**config.mk**
```make
export PLATFORM = sky130hd
export DESIGN_NAME = ss_pwm
export DESIGN_NICKNAME = d
export VERILOG_FILES = /design/src/rtl/ss_pwm_pkg.sv /design/src/rtl/ss_pwm_timebase.sv /design/src/rtl/ss_pwm_regs.sv /design/src/rtl/ss_pwm_chan.sv /design/src/rtl/ss_pwm.sv
export SDC_FILE = /design/constraint.sdc
export NUM_CORES = 1
export LEC_CHECK = 0
export ABC_AREA = 0
export ABC_CLOCK_PERIOD_IN_PS = 5100
export BUFFER_PORTS_ARGS = -buffer_cell sky130_fd_sc_hd__buf_2
export CORE_UTILIZATION = 50
export CTS_BUF_LIST = sky130_fd_sc_hd__clkbuf_2 sky130_fd_sc_hd__clkbuf_4 sky130_fd_sc_hd__clkbuf_8
export DETAILED_ROUTE_END_ITERATION = 8
export PLACE_DENSITY = 0.66
export SLEW_MARGIN = 10
export SYNTH_ARGS = -nofsm -noshare
export SYNTH_HDL_FRONTEND = slang
export SYNTH_SLANG_ARGS = --single-unit
```
**constraint.sdc**
```tcl
create_clock -name clk_i -period 5.1 [get_ports clk_i]
set_clock_uncertainty 0.1 [all_clocks]
set_input_delay 0.765 -clock clk_i [delete_from_list [all_inputs] [get_ports clk_i]]
set_output_delay 0.765 -clock clk_i [all_outputs]
set_load 0.01 [all_outputs]
```
**src/rtl/ss_pwm_pkg.sv**
```systemverilog
package ss_pwm_pkg;
  localparam int unsigned CNT_W  = 10;
  localparam int unsigned QUAD_W = 2;
  localparam int unsigned GRP_W  = 3;

  typedef enum logic [1:0] {
    SUP_NONE = 2'b00,
    SUP_7OF8 = 2'b01,
    SUP_3OF4 = 2'b10,
    SUP_1OF2 = 2'b11
  } sup_e;

  typedef struct packed {
    logic [CNT_W-1:0] width;
    sup_e             sup;
    logic             spread;
  } chan_cfg_t;
endpackage

```
**src/rtl/ss_pwm_timebase.sv**
```systemverilog
module ss_pwm_timebase #(
  parameter int unsigned CW = 10,
  parameter int unsigned GW = 3
) (
  input  logic          clk_i,
  input  logic          rst_ni,
  input  logic          tick_i,
  output logic [CW-1:0] cnt_o,
  output logic [GW-1:0] grp_o,
  output logic          wrap_o
);
  logic [CW-1:0] cnt_q;
  logic [GW-1:0] grp_q;

  assign wrap_o = tick_i && (cnt_q == {CW{1'b1}});

  always_ff @(posedge clk_i or negedge rst_ni) begin
    if (!rst_ni) begin
      cnt_q <= '0;
      grp_q <= '0;
    end else begin
      if (tick_i) cnt_q <= cnt_q + 1'b1;
      if (wrap_o) grp_q <= grp_q + 1'b1;
    end
  end

  assign cnt_o = cnt_q;
  assign grp_o = grp_q;
endmodule

```
**src/rtl/ss_pwm_regs.sv**
```systemverilog
module ss_pwm_regs
  import ss_pwm_pkg::*;
#(
  parameter int unsigned CH = 4,
  parameter int unsigned CW = 10,
  parameter int unsigned QW = 2,
  localparam int unsigned AW = $clog2(CH) + 1
) (
  input  logic                 clk_i,
  input  logic                 rst_ni,
  input  logic                 wr_en_i,
  input  logic [AW-1:0]        wr_addr_i,
  input  logic [7:0]           wr_data_i,
  input  logic                 wrap_i,
  output chan_cfg_t [CH-1:0]   act_o
);
  localparam int unsigned CHW = AW - 1;

  for (genvar ch = 0; ch < CH; ch++) begin : g_ch
    chan_cfg_t pend_q, act_q, nxt;
    logic      hit;

    assign hit = wr_en_i && (wr_addr_i[AW-1:1] == CHW'(ch));

    // merge the incoming byte so a write on the wrap cycle lands in the new frame
    always_comb begin
      nxt = pend_q;
      if (hit) begin
        if (wr_addr_i[0]) begin
          nxt.width[CW-1:QW] = wr_data_i;
        end else begin
          nxt.width[QW-1:0] = wr_data_i[7:6];
          nxt.sup           = sup_e'(wr_data_i[5:4]);
          nxt.spread        = wr_data_i[0];
        end
      end
    end

    always_ff @(posedge clk_i or negedge rst_ni) begin
      if (!rst_ni) begin
        pend_q <= '0;
        act_q  <= '0;
      end else begin
        pend_q <= nxt;
        if (wrap_i) act_q <= nxt;
      end
    end

    assign act_o[ch] = act_q;
  end
endmodule

```
**src/rtl/ss_pwm_chan.sv**
```systemverilog
module ss_pwm_chan
  import ss_pwm_pkg::*;
#(
  parameter int unsigned CW = 10,
  parameter int unsigned QW = 2,
  parameter int unsigned GW = 3
) (
  input  chan_cfg_t     cfg_i,
  input  logic [CW-1:0] cnt_i,
  input  logic [GW-1:0] grp_i,
  output logic          pwm_o
);
  localparam int unsigned OW = CW - QW;

  logic [OW-1:0] base;
  logic [QW-1:0] extra, quad;
  logic [OW-1:0] off;
  logic [OW:0]   len;
  logic          quad_lt, spread_hi, flat_hi, pass;

  assign base    = cfg_i.width[CW-1:QW];
  assign extra   = cfg_i.width[QW-1:0];
  assign quad    = cnt_i[CW-1:OW];
  assign off     = cnt_i[OW-1:0];
  assign quad_lt = (quad < extra);
  assign len     = {1'b0, base} + {{OW{1'b0}}, quad_lt};

  assign spread_hi = ({1'b0, off} < len);
  assign flat_hi   = (cnt_i < cfg_i.width);

  always_comb begin
    unique case (cfg_i.sup)
      SUP_7OF8: pass = (grp_i == '0);
      SUP_3OF4: pass = (grp_i[1:0] == 2'b00);
      SUP_1OF2: pass = !grp_i[0];
      default:  pass = 1'b1;
    endcase
  end

  assign pwm_o = pass && (cfg_i.spread ? spread_hi : flat_hi);
endmodule

```
**src/rtl/ss_pwm.sv**
```systemverilog
module ss_pwm
  import ss_pwm_pkg::*;
#(
  parameter int unsigned CH = 4,
  parameter int unsigned CW = CNT_W,
  parameter int unsigned QW = QUAD_W,
  parameter int unsigned GW = GRP_W,
  localparam int unsigned AW = $clog2(CH) + 1
) (
  input  logic          clk_i,
  input  logic          rst_ni,
  input  logic          tick_i,
  input  logic          wr_en_i,
  input  logic [AW-1:0] wr_addr_i,
  input  logic [7:0]    wr_data_i,
  output logic [CH-1:0] pwm_o
);
  logic [CW-1:0]      cnt;
  logic [GW-1:0]      grp;
  logic               wrap;
  chan_cfg_t [CH-1:0] act;

  ss_pwm_timebase #(.CW(CW), .GW(GW)) u_tb (
    .clk_i  (clk_i),
    .rst_ni (rst_ni),
    .tick_i (tick_i),
    .cnt_o  (cnt),
    .grp_o  (grp),
    .wrap_o (wrap)
  );

  ss_pwm_regs #(.CH(CH), .CW(CW), .QW(QW)) u_regs (
    .clk_i     (clk_i),
    .rst_ni    (rst_ni),
    .wr_en_i   (wr_en_i),
    .wr_addr_i (wr_addr_i),
    .wr_data_i (wr_data_i),
    .wrap_i    (wrap),
    .act_o     (act)
  );

  for (genvar ch = 0; ch < CH; ch++) begin : g_out
    ss_pwm_chan #(.CW(CW), .QW(QW), .GW(GW)) u_chan (
      .cfg_i (act[ch]),
      .cnt_i (cnt),
      .grp_i (grp),
      .pwm_o (pwm_o[ch])
    );
  end
endmodule

```
==> out/summary.json <==
{
  "path_max_fanout": 9,
  "cts-resized-gates": 0,
  "power.switching_fraction_pct": 30.2,
  "p_int_uw": 1770,
  "clock_power_share_pct": 32.2,
  "num_rows": 42,
  "critPathLaunchType": "flip-flop",
  "antenna_found_initial": 1,
  "final_max_slew_viol_count": 0,
  "placeableCoreArea_mm2": 0.0132,
  "detail_route.wl_per_cell_um": 18.3,
  "synth.yosys.warnings": 0,
  "tritoncts_clock_tree": "built",
  "pwr-share-comb_pct": 20.3,
  "route.detailed.drc": 0,
  "power.net_switching_uw": 762,
  "top_reg_cell_synth": "sky130_fd_sc_hd__dfrtp_1",
  "run_status": "finished, final reports clean",
  "grt_pass1_wl_um": 25400,
  "worstRegToRegCells": 5,
  "seq_power_share_pct": 47.5,
  "dieWidth_um": 118,
  "global_route.usage.total_pct": 24.0,
  "dpl.hpwl_um": 10700,
  "grt_overflow_total": 0,
  "cts_made_buffers": 17,
  "synth_cell_types": 45,
  "timing_worst_slew_pin_value_ns": 1.08,
  "min_delay_worst_endpoint": "u_regs.g_ch[3].pend_q[8]",
  "regToRegSetupSlack_ns": 2.12,
  "synth_enable_flop_cells": 0,
  "netlist_area_mm2": 0.00678,
  "cp_class": "flip-flop to output pin",
  "i_o_pin_cnt": 19,
  "cts_setup_buffers": 0,
  "routed-via-count": 4776,
  "r2r_start": "u_tb.cnt_o[2]",
  "postPlaceCellArea_mm2": 0.00698,
  "final.period_utilization_pct": 90.1,
  "clock_root_buffer_master": "sky130_fd_sc_hd__clkbuf_8",
  "detailedPlace.worstSlack_ns": 1.02,
  "min_period_ns": 4.60,
  "finalSetupViolCount": 0,
  "chipHeight_um": 118,
  "final_layout_size_suffix_gt1_share_pct": 19.1,
  "dr.first_iter.drc_count": 301,
  "post_synth.cell_area_avg_um2": 10.8,
  "grt_max_degree": 93,
  "worst_r2r_endpoint": "u_regs.act_o[8]",
  "worst_setup_path_end_kind": "output pin",
  "diodes": 0,
  "postLayoutSetupSlackWorst_ns": 0.504,
  "worstHoldPathCells": 1,
  "design.die.area_mm2": 0.0140,
  "syn-instance-count": 627,
  "maximum_capacitance_violations": 0,
  "gpl.final_weighted_congestion": 0.858,
  "min_path_type": "flip-flop to flip-flop",
  "longest_clk_path_bufs": 2,
  "async_flop_share_pct": 100,
  "flow.area_growth_from_synthesis_pct": 8.66,
  "worstSetupStartpoint": "u_tb.cnt_o[9]",
  "initial_utilization_pct": 51.2,
  "timing_hold_violations_final": 0,
  "finalInstanceArea_mm2": 0.00736,
  "final_antenna_net_count": 0,
  "clkLatencyLatePin_ns": 0.44,
  "wl_um": 15300,
  "path_clk_slew_ns": 0.06,
  "final_nets": 746,
  "dr_vias_cell": 5.71,
  "pd_cells_mw_per_mm2": 343,
  "crit_required_ns": 4.24,
  "drt_pass1_iterations": 4,
  "vdd_ir_drop_max_uv": 200,
  "cts.sink_count": 117,
  "utilization_after_layout_pct": 55.6,
  "p_leak_uw": 0.00366,
  "achievable-frequency_mhz": 218,
  "yosys_register_bits": 117,
  "postCtsHoldBufs": 0,
  "syn_nets": 725,
  "finalSetupTns_ns": 0,
  "crit_arrival_ns": 3.73,
  "synth-seq-area-share_pct": 43.2,
  "htreeDepth": 4,
  "grt_setup_unrepaired": "false",
  "max_slew_margin_pct": 27.8,
  "portBuffers": 18,
  "grt_pass1_vias": 4926,
  "holdCritStartpoint": "u_regs.g_ch[3].pend_q[8]"
}
## synthesized netlist by cell type (2+ instances only)
| cell | count | area share (%) |
|---|---|---|
| sky130_fd_sc_hd__and3_1 | 5 | 0.46 |
| sky130_fd_sc_hd__o41ai_1 | 2 | 0.26 |
| sky130_fd_sc_hd__o21a_1 | 3 | 0.33 |
| sky130_fd_sc_hd__a21o_1 | 6 | 0.66 |
| sky130_fd_sc_hd__buf_4 | 4 | 0.44 |
| sky130_fd_sc_hd__nor2_1 | 48 | 2.7 |
| sky130_fd_sc_hd__nand3_1 | 12 | 0.89 |
| sky130_fd_sc_hd__buf_2 | 6 | 0.44 |
| sky130_fd_sc_hd__nand4_1 | 12 | 1.1 |
| sky130_fd_sc_hd__o21ai_0 | 27 | 2.0 |
| sky130_fd_sc_hd__nor2b_1 | 2 | 0.18 |
| sky130_fd_sc_hd__inv_1 | 50 | 2.8 |
| sky130_fd_sc_hd__dfrtp_1 | 117 | 43 |
| sky130_fd_sc_hd__and4_1 | 3 | 0.39 |
| sky130_fd_sc_hd__nand2b_1 | 11 | 1.0 |
| sky130_fd_sc_hd__o211ai_1 | 3 | 0.33 |
| sky130_fd_sc_hd__xor2_1 | 3 | 0.39 |
| sky130_fd_sc_hd__a2111oi_0 | 4 | 0.52 |
| sky130_fd_sc_hd__nor3_1 | 5 | 0.37 |
| sky130_fd_sc_hd__mux2_2 | 68 | 11 |
| sky130_fd_sc_hd__nand4b_1 | 3 | 0.39 |
| sky130_fd_sc_hd__clkbuf_1 | 3 | 0.17 |
| sky130_fd_sc_hd__nor4_1 | 2 | 0.18 |
| sky130_fd_sc_hd__a41oi_1 | 2 | 0.26 |
| sky130_fd_sc_hd__buf_6 | 5 | 0.83 |
| sky130_fd_sc_hd__a211oi_1 | 7 | 0.78 |
| sky130_fd_sc_hd__xnor2_1 | 32 | 4.1 |
| sky130_fd_sc_hd__a21oi_1 | 62 | 4.6 |
| sky130_fd_sc_hd__nor3_2 | 2 | 0.30 |
| sky130_fd_sc_hd__ha_1 | 83 | 15 |
| sky130_fd_sc_hd__nand2_1 | 21 | 1.2 |
## cells in the final DEF, fill, tap and decap left out, types with 4 or more instances in the layout
cell type                   instances
sky130_fd_sc_hd__mux2_2            68
sky130_fd_sc_hd__and3_1             5
sky130_fd_sc_hd__nor2_1            48
sky130_fd_sc_hd__a2111oi_0          4
sky130_fd_sc_hd__nand2b_1          11
sky130_fd_sc_hd__nand3_1           12
sky130_fd_sc_hd__a21oi_1           62
sky130_fd_sc_hd__a211oi_1           7
sky130_fd_sc_hd__a21o_1             6
sky130_fd_sc_hd__nand2_1           21
sky130_fd_sc_hd__o21ai_0           27
sky130_fd_sc_hd__dfrtp_1          117
sky130_fd_sc_hd__xnor2_1           32
sky130_fd_sc_hd__nor3_1             5
sky130_fd_sc_hd__clkbuf_8          21
sky130_fd_sc_hd__buf_2             17
sky130_fd_sc_hd__inv_1             50
sky130_fd_sc_hd__clkbuf_4           6
sky130_fd_sc_hd__nand4_1           12
sky130_fd_sc_hd__ha_1              83
## power groups by stage
stage / registers, uW / logic (uW) / clock network (uW)
2_1_floorplan: 1130 / 387 / 0
3_3_place_gp: 1210 / 466 / 0
3_5_place_dp: 1220 / 509 / 0
4_1_cts: 1200 / 513 / 834
5_1_grt: 1220 / 585 / 871
6_report: 1200 / 513 / 815
## per-layer routing
metal	part of all wire, %	track usage, %	vias to the layer above
met5	0	0	-
met4	2.0	9.89	0
met3	3.4	4.92	26
met2	48	38.7	75
met1	47	31.5	2409
li1	-	-	2266
## state kept, by name, summed over array words and instances, names as in the netlist
name,cells
u_tb.grp_o,3
u_regs.g_ch.pend_q,52
u_regs.act_o,52
u_tb.cnt_o,10
## worst max-delay path by stage
| stage | end |
|---|---|
| 6_report | pwm_o[3] |
| 3_3_place_gp | pwm_o[2] |
| 4_1_cts | pwm_o[3] |
| 5_1_grt | pwm_o[3] |
| 2_1_floorplan | pwm_o[2] |
| 3_5_place_dp | pwm_o[2] |
## cell families (layout without fill, tap and decap cells)
family                   count (synthesis)  count (layout)  share of synthesized area [%]
XOR/XNOR                                35              35                           4.52
multiplexers                            69              69                           11.5
buffers and inverters                   68             101                           4.65
AO/OA/AOI/OAI                          124             124                           10.8
flip-flops                             117             117                           43.2
adder cells (fa/ha/maj)                 83              83                           15.3
AND/OR/NAND/NOR                        131             131                           10.0
## through the flow
step / cells / hold WS, ns / total power [uW]
after floorplan: 627 / 0.368 / 1520
after global placement: 805 / 0.374 / 1680
after detailed placement: 805 / 0.382 / 1730
after CTS: 836 / 0.396 / 2550
after global routing: 836 / 0.405 / 2670
final: 836 / 0.393 / 2530
## cell type report
class                      instances  area (um^2)
multi-input combinational        442         3540
sequential                       117         2930
fill                            1163         5880
timing repair buffer              20          108
clock inverter                     4         45.0
inverter                          50          188
clock buffer                      27          334
tap                              176          220
## worst max-delay path: stages, from the launching register on
cell                      delay, ns
sky130_fd_sc_hd__dfrtp_1       0.38
sky130_fd_sc_hd__buf_4         0.20
sky130_fd_sc_hd__ha_1          0.30
sky130_fd_sc_hd__a21oi_1       0.19
sky130_fd_sc_hd__ha_1          0.21
sky130_fd_sc_hd__ha_1          0.26
sky130_fd_sc_hd__nand4_1       0.16
sky130_fd_sc_hd__xnor2_1       0.16
sky130_fd_sc_hd__ha_1          0.29
sky130_fd_sc_hd__a21o_1        0.16
sky130_fd_sc_hd__a221o_1       0.35
sky130_fd_sc_hd__a41oi_1       0.18
sky130_fd_sc_hd__o21ai_0       0.11
sky130_fd_sc_hd__a21oi_1       0.18
sky130_fd_sc_hd__buf_2         0.16
(Power assumes the default switching activity.)
